$ cat config.mk
export PLATFORM = sky130hd
export DESIGN_NAME = tx_sym_enc
export DESIGN_NICKNAME = d
export VERILOG_FILES = /design/src/rtl/tx_sym_pkg.sv /design/src/rtl/tx_sym_nibble_map.sv /design/src/rtl/tx_sym_frame_ctl.sv /design/src/rtl/tx_sym_select.sv /design/src/rtl/tx_sym_enc.sv
export SDC_FILE = /design/constraint.sdc
export NUM_CORES = 1
export LEC_CHECK = 0
export BUFFER_PORTS_ARGS = -buffer_cell sky130_fd_sc_hd__buf_2
export CAP_MARGIN = 20
export CORE_AREA = 2 2 39 41
export DETAILED_ROUTE_END_ITERATION = 8
export DIE_AREA = 0 0 41 43
export PLACE_DENSITY = 0.67
export REMOVE_ABC_BUFFERS = 1
export SKIP_LAST_GASP = 1
export SLEW_MARGIN = 20
export SYNTH_ARGS = -nofsm -noshare
export SYNTH_HDL_FRONTEND = slang
export SYNTH_SLANG_ARGS = --single-unit
$ cat constraint.sdc
create_clock -name clk -period 2.05 [get_ports clk]
set_input_delay 0.205 -clock clk [delete_from_list [all_inputs] [get_ports clk]]
set_output_delay 0.205 -clock clk [all_outputs]
set_load 0.02 [all_outputs]
$ cat src/rtl/tx_sym_pkg.sv
package tx_sym_pkg;

  localparam int NIB_W = 4;
  localparam int SYM_W = NIB_W + 1;

  typedef logic [SYM_W-1:0] sym_t;

  // Control code groups, bit 4 first
  localparam sym_t C_IDLE = 5'b11111;
  localparam sym_t C_J    = 5'b11000;
  localparam sym_t C_K    = 5'b10001;
  localparam sym_t C_T    = 5'b01101;
  localparam sym_t C_R    = 5'b00111;
  localparam sym_t C_HALT = 5'b00100;

  typedef enum logic [1:0] {
    PH_IDLE = 2'd0,
    PH_K    = 2'd1,
    PH_DATA = 2'd2,
    PH_R    = 2'd3
  } phase_t;

  function automatic sym_t nib_to_sym(input logic [NIB_W-1:0] n);
    sym_t s;
    case (n)
      4'h0: s = 5'b11110;
      4'h1: s = 5'b01001;
      4'h2: s = 5'b10100;
      4'h3: s = 5'b10101;
      4'h4: s = 5'b01010;
      4'h5: s = 5'b01011;
      4'h6: s = 5'b01110;
      4'h7: s = 5'b01111;
      4'h8: s = 5'b10010;
      4'h9: s = 5'b10011;
      4'hA: s = 5'b10110;
      4'hB: s = 5'b10111;
      4'hC: s = 5'b11010;
      4'hD: s = 5'b11011;
      4'hE: s = 5'b11100;
      default: s = 5'b11101;
    endcase
    return s;
  endfunction

endpackage

$ cat src/rtl/tx_sym_nibble_map.sv
module tx_sym_nibble_map
  import tx_sym_pkg::*;
(
  input  logic [NIB_W-1:0] nib_i,
  output sym_t             code_o
);

  always_comb begin
    code_o = nib_to_sym(nib_i);
  end

endmodule

$ cat src/rtl/tx_sym_frame_ctl.sv
module tx_sym_frame_ctl
  import tx_sym_pkg::*;
(
  input  logic   clk,
  input  logic   rst_n,
  input  logic   frame_en_i,
  input  logic   raw_mode_i,
  output phase_t phase_o,
  output logic   mode_o
);

  phase_t phase_q, phase_d;
  logic   mode_q, mode_d;
  logic   quiet;

  // Mode may only be captured when no frame is running and none is starting
  assign quiet = (phase_q == PH_IDLE) && !frame_en_i;

  always_comb begin
    phase_d = phase_q;
    case (phase_q)
      PH_IDLE: if (frame_en_i && !mode_q) phase_d = PH_K;
      PH_K:    phase_d = PH_DATA;
      PH_DATA: if (!frame_en_i) phase_d = PH_R;
      PH_R:    phase_d = PH_IDLE;
      default: phase_d = PH_IDLE;
    endcase
  end

  always_comb begin
    mode_d = quiet ? raw_mode_i : mode_q;
  end

  always_ff @(posedge clk or negedge rst_n) begin
    if (!rst_n) begin
      phase_q <= PH_IDLE;
      mode_q  <= 1'b0;
    end else begin
      phase_q <= phase_d;
      mode_q  <= mode_d;
    end
  end

  assign phase_o = phase_q;
  assign mode_o  = mode_q;

endmodule

$ cat src/rtl/tx_sym_select.sv
module tx_sym_select
  import tx_sym_pkg::*;
(
  input  phase_t           phase_i,
  input  logic             mode_i,
  input  logic             frame_en_i,
  input  logic             frame_err_i,
  input  logic [NIB_W-1:0] nib_i,
  input  sym_t             code_i,
  output sym_t             sym_o
);

  always_comb begin
    sym_o = C_IDLE;
    if (mode_i) begin
      sym_o = frame_en_i ? {frame_err_i, nib_i} : C_IDLE;
    end else begin
      case (phase_i)
        PH_IDLE: sym_o = frame_en_i ? C_J : C_IDLE;
        PH_K:    sym_o = C_K;
        PH_DATA: begin
          if (!frame_en_i)      sym_o = C_T;
          else if (frame_err_i) sym_o = C_HALT;
          else                  sym_o = code_i;
        end
        PH_R:    sym_o = C_R;
        default: sym_o = C_IDLE;
      endcase
    end
  end

endmodule

$ cat src/rtl/tx_sym_enc.sv
module tx_sym_enc
  import tx_sym_pkg::*;
(
  input  logic             clk,
  input  logic             rst_n,
  input  logic             frame_en_i,
  input  logic             frame_err_i,
  input  logic [NIB_W-1:0] nib_i,
  input  logic             raw_mode_i,
  output logic [SYM_W-1:0] sym_o,
  output logic             sym_vld_o
);

  phase_t phase_q;
  logic   mode_q;
  sym_t   code_w;
  sym_t   sym_d;

  tx_sym_frame_ctl u_ctl (
    .clk        (clk),
    .rst_n      (rst_n),
    .frame_en_i (frame_en_i),
    .raw_mode_i (raw_mode_i),
    .phase_o    (phase_q),
    .mode_o     (mode_q)
  );

  tx_sym_nibble_map u_map (
    .nib_i  (nib_i),
    .code_o (code_w)
  );

  tx_sym_select u_sel (
    .phase_i     (phase_q),
    .mode_i      (mode_q),
    .frame_en_i  (frame_en_i),
    .frame_err_i (frame_err_i),
    .nib_i       (nib_i),
    .code_i      (code_w),
    .sym_o       (sym_d)
  );

  always_ff @(posedge clk or negedge rst_n) begin
    if (!rst_n) begin
      sym_o     <= C_IDLE;
      sym_vld_o <= 1'b0;
    end else begin
      sym_o     <= sym_d;
      sym_vld_o <= 1'b1;
    end
  end

endmodule

Yosys cells after proc, flatten, opt, wreduce, memory -nomap -nowiden

Memory sizes are Yosys's and may differ from the RTL's.
Index checks and enable logic that the tools add are counted.

$add $sub $neg: 0
Multipliers: 0
Divide/modulo/power cells: 0
$lt $le $gt $ge: 0
Equality and inequality tests: 5
Shift operators: 0
Muxes and demuxes: 9
Bitwise gates (word level): 0
Reductions and logical operators: 6

Operators with widths:

| operator           | count |
|---|---|
| $mux 5             | 4 |
| $pmux 5 s4         | 1 |
| $pmux 2 s4         | 1 |
| $eq 2x2->1 const B | 2 |
| $mux 2             | 2 |
| $ne 2x2->1 const B | 2 |
| $mux 3             | 1 |
| $eq 2x1->1 const B | 1 |
| $logic_and 1x1->1  | 2 |
| $logic_not 1->1    | 2 |
| $logic_not 2->1    | 1 |
| $reduce_and 2->1   | 1 |

Register bits after elaboration: 9
Bits in latches: 0
Memory bits (writable): 0
Bits in read-only memories: 80
Bits of input ports: 9
Output and inout port bits: 6
Memories kept: 1

Memories:

| name             | depth | bits a word | read ports | clocked after memory_dff | write ports | RTL line         | source |
|---|---|---|---|---|---|---|---|
| (name not given) | 16    | 5           | 1          | 0                        | 0           | tx_sym_pkg.sv:25 | `case (n)` |

Depth between registers and ports, before layout

An unclocked memory read counts as a cell.

Depth in word-level cells: 5
Gate-level depth with buffers: 7
Gate-level depth less buffers: 6

Hierarchy

Synthesis repeated with hierarchy kept, for this count alone.

Cell total of the unflattened synthesis: 55
Area total of the unflattened synthesis: 544.3 um2

Modules (own cells, without submodules):

| module            | instances | cells each | area each (um2) | seq. area each (um2) |
|---|---|---|---|---|
| tx_sym_frame_ctl  | 1         | 15         | 173.9           | 75.1 |
| tx_sym_enc        | 1         | 7          | 160.2           | 156.4 |
| tx_sym_select     | 1         | 24         | 145.1           | 0.0 |
| tx_sym_nibble_map | 1         | 9          | 65.1            | 0.0 |

Worst setup path before layout

No wires, ideal clock.

Path type: flip-flop to flip-flop
Start: register u_ctl.phase_q[1] (netlist: u_ctl.phase_o[1])
End: register sym_o[0]
Setup time: 0.087 ns
Arrival: 1.274 ns
Setup slack: 0.690 ns
Cell stages (with the launch flop): 6
Period minus slack after synthesis: 1.360 ns
Cells stage by stage: dfrtp_1 > inv_1 > ha_1 > or2_1 > o32ai_1 > a21oi_1

Cells in the longest elaborated chain, start to end: 3
Elaborated cells on any way between the ends: 6
Classes of those cells: 3 x eq/ne; 2 x mux; 1 x reduce/logical

Ends and longest elaborated chain:

| item                               | RTL line               | source |
|---|---|---|
| start, declared                    | tx_sym_frame_ctl.sv:12 | `phase_t phase_q, phase_d;` |
| start signal, assigned             | tx_sym_frame_ctl.sv:39 | `phase_q <= phase_d;` |
| $eq 2x2->1 (tied with other cells) | tx_sym_select.sv:18    | `case (phase_i)` |
| $pmux 5 s4 *                       | tx_sym_select.sv:18    |  |
| $mux 5 *                           | tx_sym_select.sv:15    | `if (mode_i) begin` |
| named net sym_d[0]                 | tx_sym_enc.sv:17       | `sym_t sym_d;` |
| end signal, assigned               | tx_sym_enc.sv:48       | `sym_o <= sym_d;` |
| end, declared                      | tx_sym_enc.sv:10       | `output logic [SYM_W-1:0] sym_o,` |

Mark *: on every way through the listed nets, which the timed path passes. The rest lies on a longest branch.
A chain may end at the register's enable or synchronous reset.

Final worst setup path

Same ends and word-level chain as after synthesis.

==> results.cfg <==
[die]
die_width_microns = 41
ios = 15
rows = 14
initial_core_util_pct = 44.5
die_area_sq_um = 1760
core-area_sq_um = 1380
die_h_microns = 43

[sta]
finalSetupViolCount = 0
fmaxAchievable_mhz = 638
hold_viol = 0
finalCriticalPeriod_ps = 1570
timing.final.ws_setup_ps = 484
maxSlewViolCount = 0
tns_ps = 0
rsz0062_at_grt = false
fin_worst_skew_ps = 0.133
hold_ws_ps = 186
finalCritPeriodShare_pct = 76.4

[synthesis]
synth_top_family_by_area = compound AO/OA/AOI/OAI gates
synth_ff_type = dfstp_2
synth-edff-count = 0
synth.distinct_cells = 32
synth_fa_ha_area_share_pct = 8.13
synth.avg_cell_area_sq_um = 9.19
synth-seq-cells = 9
yosys_warnings = 0
synth_mux_area_share_pct = 1.63
synth_compound_area_share_pct = 32.1
synthSimpleGateAreaFrac_pct = 11.4
ys_seq_area_share_pct = 37.6
syn-cell-area_sq_um = 616
synth_xor_area_share_pct = 1.42
async_flop_share_pct = 100
syn_inst = 67

[worst_setup_path]
end_kind = register
path_cells = inv_1 -> ha_1 -> or2_1 -> o32ai_1 -> a21oi_1
critPathCapture = sym_o[0]
r2r_start = u_ctl.phase_o[1]
setup.worst_path.class = reg2reg
crit_path_start_kind = register
r2r-end = sym_o[0]
critPathSlowestCell = dfrtp_1
r2r_cells = 5
critical_path_depth = 5
critPathMaxStageDelay_ps = 470
rrSetupSlack_ps = 480
cp_max_fo = 8
cp_top_family = flip-flops
crit_path_start = u_ctl.phase_o[1]
crit_buf_inv = 1
cp.required_ps = 2230
cp.arrival_ps = 1750

[status]
status = completed

[global_routing]
grt_max_degree = 14
grt_pass1_wl_mm = 2.28
antenna_found_initial = 0
first_global_vias = 518
use_met3_pct = 7.85
grt_busiest_layer = met2
gr-total-overflow = 0
track_usage_pct = 19.2
use_met1_pct = 25.4
use_met2_pct = 29.7

[clock_tree]
clk_latency_ps = 260
htreeDepth = 1
cts_tree = yes
postCtsSetupRepairBufs = 0
cts.sink_count = 9
path_clk_slew_ps = 60
cts-root-buf = clkbuf_4
numCtsBuffers = 3
cts_buffer_depth = 2

[place]
hpwl_mm = 1.01
io_buffers = 14
gp_congestion = 0.834
post-place-ws_ps = 517

[route]
drtAntennaViolNets = 0
drt_iter0_drc = 6
viasPerCell = 5.88
first_pass_iters = 4
drc = 0
wl_per_cell_microns = 13.5
vias = 576
finalWirelength_mm = 1.32

[cells_and_area]
antenna_cells = 0
final_core_util_pct = 51.8
fill_cells = 143
drive_above_1_share_pct = 31.7
area_growth_pct = 16.5
layout.nets = 96

[pwr]
p_per_area_nw_per_um2 = 1610
peakVddDrop_mv = 0.791
p_leak_nw = 0.318

[hold_path]
hp-class = in2reg

[run]
drv_cap = 0
[cell usage after synthesis (3+ instances only)]
cell type / n / area [sq um]
a21oi_1: 7 / 35.0
a31oi_1: 4 / 25.0
dfrtp_1: 4 / 100
dfstp_2: 5 / 131
ha_1: 4 / 50.1
inv_1: 4 / 15.0
nor2_1: 4 / 15.0
nor3_1: 3 / 15.0
o21ai_0: 3 / 15.0
[final cells by class]
type                       count  area (sq um)  share of cell area (%)
sequential                     9           231                    32.3
inverter                       5          18.8                    2.62
tap                           16          20.0                    2.79
timing repair buffer          15          80.1                    11.2
clock buffer                   4          26.3                    3.66
multi-input combinational     49           340                    47.5
[worst reg2reg max path, delay by kind of cell (launching register included)]
family	cells	cell delay, ps
buf+inv	1	150
fa+ha+maj	1	260
flops	1	470
compound gates	2	320
simple gates	1	280
[through the flow]
step	instance area, sq um	power, mW	std cells
after floorplan	591	0.852	63
after global placement	681	0.996	93
after detailed placement	681	1.02	93
after CTS	717	1.16	98
after global routing	717	1.27	98
final	717	1.15	98
[per-layer routing]
metal,up-vias,part of all wire (%)
met2,16,50
li1,278,-
met5,-,0
met1,282,44
met4,0,0
met3,0,5.1
[cells in the final DEF (no fill, tap or decap), drive strengths merged]
cell,synthesis,layout
nand2,2,2
o21bai,2,2
o21ai,3,3
a31o,1,1
xor2,1,1
nor3,3,3
or2,1,1
a21oi,7,7
o32ai,1,1
o22ai,1,1
a31oi,4,4
dfrtp,4,4
or3,1,1
nor2,4,4
a211oi,1,1
ha,4,4
clkbuf,1,4
nor2b,1,1
dlygate4sd3,0,1
a22oi,2,2
a21boi,3,3
dfstp,5,5
o311ai,1,1
nand2b,1,1
buf,3,14
o2111ai,2,2
inv,5,5
mux2i,1,1
conb,1,1
o211ai,1,1
[report_power, final]
group | switching (mW) | internal [mW] | leakage, nW | total [mW]
sequential | 0.0776 | 0.297 | 0.101 | 0.375
combinational | 0.373 | 0.269 | 0.202 | 0.642
clock | 0.0614 | 0.0750 | 0.0150 | 0.136
[flip-flops by register name (all words and copies together) (netlist names)]
register       flops
u_ctl.phase_o      2
sym_vld_o          1
sym_o              5
u_ctl.mode_o       1
[logic make-up after synthesis]
logic type	Yosys count
DFF	9
buffers and inverters	9
adders and majority gates	4
AOI/OAI and AO/OA	29
muxes	1
other	1
xor gates and xnor gates	1
and+or+nand+nor	13
[how the worst min path moves through the flow]
stage	end	slack, ps	cells after the start	start
2_1_floorplan	sym_vld_o	-90	0	rst_n
3_3_place_gp	sym_vld_o	60	1	rst_n
3_5_place_dp	sym_vld_o	60	1	rst_n
4_1_cts	u_ctl.mode_o	190	2	raw_mode_i
5_1_grt	u_ctl.mode_o	190	2	raw_mode_i
6_report	u_ctl.mode_o	190	2	raw_mode_i
[repair_timing]
item | in CTS | in global routing
endpoints found under the hold margin | 4 | 0
gates resized for setup | 0 | 0
hold buffers | 1 | 0
Note: power is estimated with default switching activity, not from simulation.
